**src/rtl/vmon_pkg.sv**
```systemverilog
package vmon_pkg;

    typedef enum logic [1:0] {
        OVR_NONE = 2'b00,
        OVR_LOW  = 2'b01,
        OVR_HIZ  = 2'b10
    } pwm_ovr_e;

    typedef struct packed {
        logic latched;
        logic clamp;
    } ov_state_t;

    localparam int unsigned NCMP    = 4;
    localparam int unsigned IDX_UVR = 0;
    localparam int unsigned IDX_UVF = 1;
    localparam int unsigned IDX_OVT = 2;
    localparam int unsigned IDX_OVR = 3;

endpackage

```
**src/rtl/vmon_cmp.sv**
```systemverilog
module vmon_cmp #(
    parameter int unsigned W    = 12,
    parameter int unsigned FRAC = 8,
    parameter int unsigned K    = 256
) (
    input  logic [W-1:0] sample_i,
    input  logic [W-1:0] ref_i,
    output logic         reached_o
);
    localparam int unsigned PW = W + FRAC + 2;

    logic [PW-1:0] lhs;
    logic [PW-1:0] rhs;

    always_comb begin
        lhs       = {2'b00, sample_i, {FRAC{1'b0}}};
        rhs       = PW'(ref_i) * PW'(K);
        reached_o = (lhs >= rhs);
    end
endmodule

```
**src/rtl/vmon_uv.sv**
```systemverilog
module vmon_uv (
    input  logic clk,
    input  logic por,
    input  logic reach_rise_i,
    input  logic below_fall_i,
    output logic uv_d_o,
    output logic uv_q_o
);
    logic uv_d, uv_q;

    always_comb begin
        uv_d = uv_q;
        if (uv_q && reach_rise_i)
            uv_d = 1'b0;
        else if (!uv_q && below_fall_i)
            uv_d = 1'b1;
    end

    always_ff @(posedge clk or posedge por) begin
        if (por) uv_q <= 1'b1;
        else     uv_q <= uv_d;
    end

    assign uv_d_o = uv_d;
    assign uv_q_o = uv_q;

    p_uv_set_r3: assert property (@(posedge clk) disable iff (por)
        (!uv_q && below_fall_i) |=> uv_q);
    p_uv_clear_r4: assert property (@(posedge clk) disable iff (por)
        (uv_q && !reach_rise_i) |=> uv_q);
endmodule

```
**src/rtl/vmon_ov.sv**
```systemverilog
module vmon_ov
    import vmon_pkg::*;
(
    input  logic     clk,
    input  logic     por,
    input  logic     trip_i,
    input  logic     below_rel_i,
    output logic     latched_d_o,
    output logic     latched_q_o,
    output pwm_ovr_e ovr_o
);
    ov_state_t st_d, st_q;

    always_comb begin
        st_d = st_q;
        if (trip_i) begin
            st_d.latched = 1'b1;
            st_d.clamp   = 1'b1;
        end else if (st_q.latched && below_rel_i) begin
            st_d.clamp   = 1'b0;
        end
    end

    always_ff @(posedge clk or posedge por) begin
        if (por) st_q <= '0;
        else     st_q <= st_d;
    end

    always_comb begin
        if (!st_q.latched)   ovr_o = OVR_NONE;
        else if (st_q.clamp) ovr_o = OVR_LOW;
        else                 ovr_o = OVR_HIZ;
    end

    assign latched_d_o = st_d.latched;
    assign latched_q_o = st_q.latched;

    p_latch_sticky_r5: assert property (@(posedge clk) disable iff (por)
        st_q.latched |=> st_q.latched);
    p_clamp_on_trip_r6: assert property (@(posedge clk) disable iff (por)
        trip_i |=> (ovr_o == OVR_LOW));
    p_release_hiz_r6: assert property (@(posedge clk) disable iff (por)
        (st_q.latched && !trip_i && below_rel_i) |=> (ovr_o == OVR_HIZ));
endmodule

```
**src/rtl/core_vmon.sv**
```systemverilog
module core_vmon
    import vmon_pkg::*;
#(
    parameter int unsigned W         = 12,
    parameter int unsigned FRAC      = 8,
    parameter int unsigned K_UV_RISE = 236,
    parameter int unsigned K_UV_FALL = 230,
    parameter int unsigned K_OV_TRIP = 294,
    parameter int unsigned K_OV_REL  = 289
) (
    input  logic         clk,
    input  logic         por,
    input  logic [W-1:0] vsample,
    input  logic [W-1:0] vref,
    input  logic         ss_done,
    output logic         pgood,
    output logic         uv_flag,
    output logic         ov_latched,
    output logic [1:0]   pwm_ovr
);
    function automatic int unsigned k_of(input int unsigned idx);
        case (idx)
            IDX_UVR: return K_UV_RISE;
            IDX_UVF: return K_UV_FALL;
            IDX_OVT: return K_OV_TRIP;
            default: return K_OV_REL;
        endcase
    endfunction

    logic [NCMP-1:0] reached;

    for (genvar g = 0; g < NCMP; g++) begin : g_cmp
        vmon_cmp #(.W(W), .FRAC(FRAC), .K(k_of(g))) u_cmp (
            .sample_i  (vsample),
            .ref_i     (vref),
            .reached_o (reached[g])
        );
    end

    logic     uv_d, uv_q, ov_d, ov_q;
    pwm_ovr_e ovr;

    vmon_uv u_uv (
        .clk          (clk),
        .por          (por),
        .reach_rise_i (reached[IDX_UVR]),
        .below_fall_i (!reached[IDX_UVF]),
        .uv_d_o       (uv_d),
        .uv_q_o       (uv_q)
    );

    vmon_ov u_ov (
        .clk         (clk),
        .por         (por),
        .trip_i      (reached[IDX_OVT]),
        .below_rel_i (!reached[IDX_OVR]),
        .latched_d_o (ov_d),
        .latched_q_o (ov_q),
        .ovr_o       (ovr)
    );

    logic pg_d, pg_q;

    always_comb begin
        pg_d = ss_done && !uv_d && !ov_d;
    end

    always_ff @(posedge clk or posedge por) begin
        if (por) pg_q <= 1'b0;
        else     pg_q <= pg_d;
    end

    assign pgood      = pg_q;
    assign uv_flag    = uv_q;
    assign ov_latched = ov_q;
    assign pwm_ovr    = ovr;

    p_pgood_needs_ss_r8: assert property (@(posedge clk) disable iff (por)
        pgood |-> $past(ss_done));
    p_latch_blocks_pg_r5: assert property (@(posedge clk) disable iff (por)
        ov_latched |-> !pgood);
    p_uv_blocks_pg_r8: assert property (@(posedge clk) disable iff (por)
        uv_flag |-> !pgood);
    p_no_ovr_idle_r7: assert property (@(posedge clk) disable iff (por)
        !ov_latched |-> (pwm_ovr == 2'b00));
endmodule

```
**config.mk**
```make
export PLATFORM = sky130hd
export DESIGN_NAME = core_vmon
export DESIGN_NICKNAME = d
export VERILOG_FILES = /design/src/rtl/vmon_pkg.sv /design/src/rtl/vmon_cmp.sv /design/src/rtl/vmon_uv.sv /design/src/rtl/vmon_ov.sv /design/src/rtl/core_vmon.sv
export SDC_FILE = /design/constraint.sdc
export NUM_CORES = 1
export LEC_CHECK = 0
export ABC_AREA = 1
export ABC_CLOCK_PERIOD_IN_PS = 1900
export CORE_ASPECT_RATIO = 1.75
export CORE_UTILIZATION = 46
export CTS_CLUSTER_SIZE = 16
export DETAILED_ROUTE_END_ITERATION = 16
export HOLD_SLACK_MARGIN = 0.06
export PLACE_DENSITY_LB_ADDON = 0.08
export SLEW_MARGIN = 20
export SYNTH_ARGS = -nofsm -noshare
export SYNTH_HDL_FRONTEND = slang
export SYNTH_SLANG_ARGS = --single-unit
```
**constraint.sdc**
```tcl
create_clock -name clk -period 1.9 [get_ports clk]
set_clock_uncertainty 0.2 [all_clocks]
set_input_delay 0.38 -clock clk [delete_from_list [all_inputs] [get_ports clk]]
set_output_delay 0.38 -clock clk [all_outputs]
set_load 0.05 [all_outputs]
```
==> impl_metrics.json <==
{
  "yosys.area.top_type": "ha_1",
  "synth_edf_count": 0,
  "period_needed_ns": 4.69,
  "fmax_ghz": 0.213,
  "maxSlewViolCount": 0,
  "preCtsSetupSlack_ns": -3.64,
  "p_int_uw": 5720,
  "violations": "negative setup slack",
  "crit_required_ns": 1.86,
  "arrival_ns": 4.65,
  "ys.flop_type": "dfrtp_1",
  "syn_avg_cell_area_um2": 7.91,
  "nFillCells": 1096,
  "io_pins": 32,
  "clock_latency_ns": 0.23,
  "grt_pass1_wl_um": 32900,
  "hold_violations": 0,
  "tightest_slew_ns": 0.390,
  "start_util_pct": 47.7,
  "seq_area_um2": 101,
  "final-setup-viol-count": 4,
  "grt_pass1_vias": 6967,
  "ys_seq_area_share_pct": 1.57,
  "cts_htree_levels": 1,
  "gr-total-overflow": 0,
  "yosys-top-cells-area": "ha_1 36%, fa_1 19%, inv_1 11%",
  "clock-sinks": 4,
  "routed_wl_um": 20800,
  "worst-setup-path-type": "in2reg",
  "row_count": 56,
  "end_kind": "flop",
  "grt_max_degree": 8,
  "cts_buffer_depth": 2,
  "synth_seq_cells": 4,
  "dpl.hpwl_um": 18100,
  "post-place-cells": 1216,
  "drive_above_1_share_pct": 33.8,
  "netlist_instances": 816,
  "setup_slack_ns": -2.79,
  "crit_path_max_fanout": 4,
  "core_um2": 13500,
  "drtIter0Drc": 210,
  "timing.final.crit_share_pct": 247,
  "syn2layout_area_growth_pct": 45.9,
  "synth_top_cells_by_count": "185 x ha_1, 181 x inv_1, 121 x nand2_1",
  "dr.pass1.iters": 4,
  "drcViolationCount": 0,
  "synthMostInstantiatedCell": "ha_1",
  "ant_nets": 0,
  "antenna_found_initial": 0,
  "maxCapViolations": 0,
  "min_path_type": "in2async",
  "synthArstFlopShare_pct": 100,
  "post_drt_via_cell_ratio": 5.13,
  "post-route-util_pct": 69.6,
  "avgRoutedWirePerCell_um": 16.7,
  "pwr-share-clk_pct": 3.2,
  "relSlewSlack_pct": 73.8,
  "powerDensity_nw_per_um2": 1190,
  "status": "complete, but fails checks",
  "diodes": 0,
  "multi_input_area_um2": 6250,
  "die_h_um": 159,
  "yosysWarnings": 0,
  "ys_types": 42,
  "swShare_pct": 49.0,
  "hold_buffers": 0,
  "route.vias.total": 6391,
  "comb_power_share_pct": 95.4,
  "root_buffer": "clkbuf_16",
  "synth_area_um2": 6450,
  "numCtsBuffers": 3,
  "synth_top_area_share_pct": 35.9,
  "synth_nets": 1090,
  "die-area_um2": 14500,
  "leakage_uw": 0.00511,
  "nets": 1346,
  "grt_usage_pct": 29.5,
  "vdd_drop_max_uv": 650,
  "fp.dieW_um": 91.5,
  "cts.clk_slew.worst_paths_ns": 0.04,
  "place.gp.congestion": 0.953,
  "rsz0062_at_grt": "yes",
  "cts_tree": "built",
  "power.switching_uw": 5500,
  "p_seq_share_pct": 1.4,
  "power_uw": 11200,
  "fin_hold_ws_ns": 0.165,
  "critPathLaunchType": "primary input",
  "final_cell_count_no_fill": 1245,
  "io_buffer_count": 31
}
power by group through the flow:
stage / clock, uW / combinational [uW] / sequential, uW
global placement: 0 / 9180 / 162
detailed placement: 0 / 9500 / 162
CTS: 356 / 10300 / 161
finish: 356 / 10700 / 159
global route: 360 / 11900 / 162
floorplan: 0 / 5900 / 174
registers in the layout (all words and copies together), names as in the netlist:
| register | cells |
|---|---|
| pgood | 1 |
| u_ov.latched_q_o | 1 |
| u_ov.st_q | 1 |
| u_uv.uv_q_o | 1 |
routing by layer:
metal | up-vias | track usage [%] | share of wire, %
li1 | 3149 | - | -
met1 | 2993 | 28.0 | 35
met2 | 161 | 58.8 | 54
met3 | 88 | 1.29 | 2.2
met4 | 0 | 22.4 | 8.5
met5 | - | 0 | 0
cells by family after synthesis:
family                   share of synthesized area, %
flip-flops                                       1.57
buffers and inverters                            10.7
AND/OR/NAND/NOR                                  14.3
adder cells (fa/ha/maj)                          55.1
XOR/XNOR                                         7.33
AO/OA/AOI/OAI                                    11.0
through the flow:
| stage | cell area [um^2] | TNS, ns |
|---|---|---|
| 2_1_floorplan | 6610 | -9.83 |
| 3_3_place_gp | 8630 | -13.72 |
| 3_5_place_dp | 8630 | -13.86 |
| 4_1_cts | 9180 | -10.53 |
| 5_1_grt | 9420 | -11.37 |
| 6_report | 9420 | -10.49 |
cell usage in the layout, fill, tap and decap left out, types with 20 or more instances in the layout:
master / synthesis / final
buf_4: 0 / 210
inv_1: 181 / 162
ha_1: 185 / 153
nand2_1: 121 / 111
fa_1: 62 / 57
a21oi_1: 59 / 48
xor2_1: 33 / 31
ha_4: 0 / 30
nor2_1: 27 / 25
xnor2_1: 21 / 21
nand3_1: 23 / 20
timing repair:
item                       4_1_cts  5_1_grt
pin swaps                       77       31
buffers inserted                21        4
gates resized for setup        126       45
setup endpoints to repair        4        4
cell type report:
type,count,area share [%]
multi-input cells,628,66.3
repair buffers,251,21.9
inverters,184,7.56
well taps,174,2.31
flip-flops and latches,4,1.08
clock buffers,4,0.837
path summary, 6_finish.rpt:
kind / start / cells after the start / to / slack (ns)
setup / recovery: vref[1] / 23 / pgood / -2.79
hold / removal: por / 2 / u_ov.st_q[0] / 0.17
setup reg to reg: u_uv.uv_q_o / 7 / pgood / 0.45
hold reg to reg: u_ov.st_q[0] / 2 / u_ov.st_q[0] / 0.34
max in group asynchronous: por / 2 / u_uv.uv_q_o / 1.08
min in group clk: u_ov.st_q[0] / 2 / u_ov.st_q[0] / 0.34
worst max-delay path, stage by stage:
cell      delay (ns)
buf_8           0.10
buf_6           0.11
fa_2            0.59
fa_1            0.46
ha_4            0.24
fa_1            0.58
ha_4            0.23
nand2_2         0.06
nor2_1          0.04
nand2_1         0.07
o211ai_2        0.13
buf_4           0.16
buf_4           0.12
xnor2_1         0.12
ha_1            0.30
nand2_1         0.12
nor4_1          0.29
nand2_1         0.09
o211ai_1        0.12
nand2_1         0.09
nand2_2         0.10
nand3_2         0.07
nor2_2          0.07
Power figures use the tool's default switching activity.
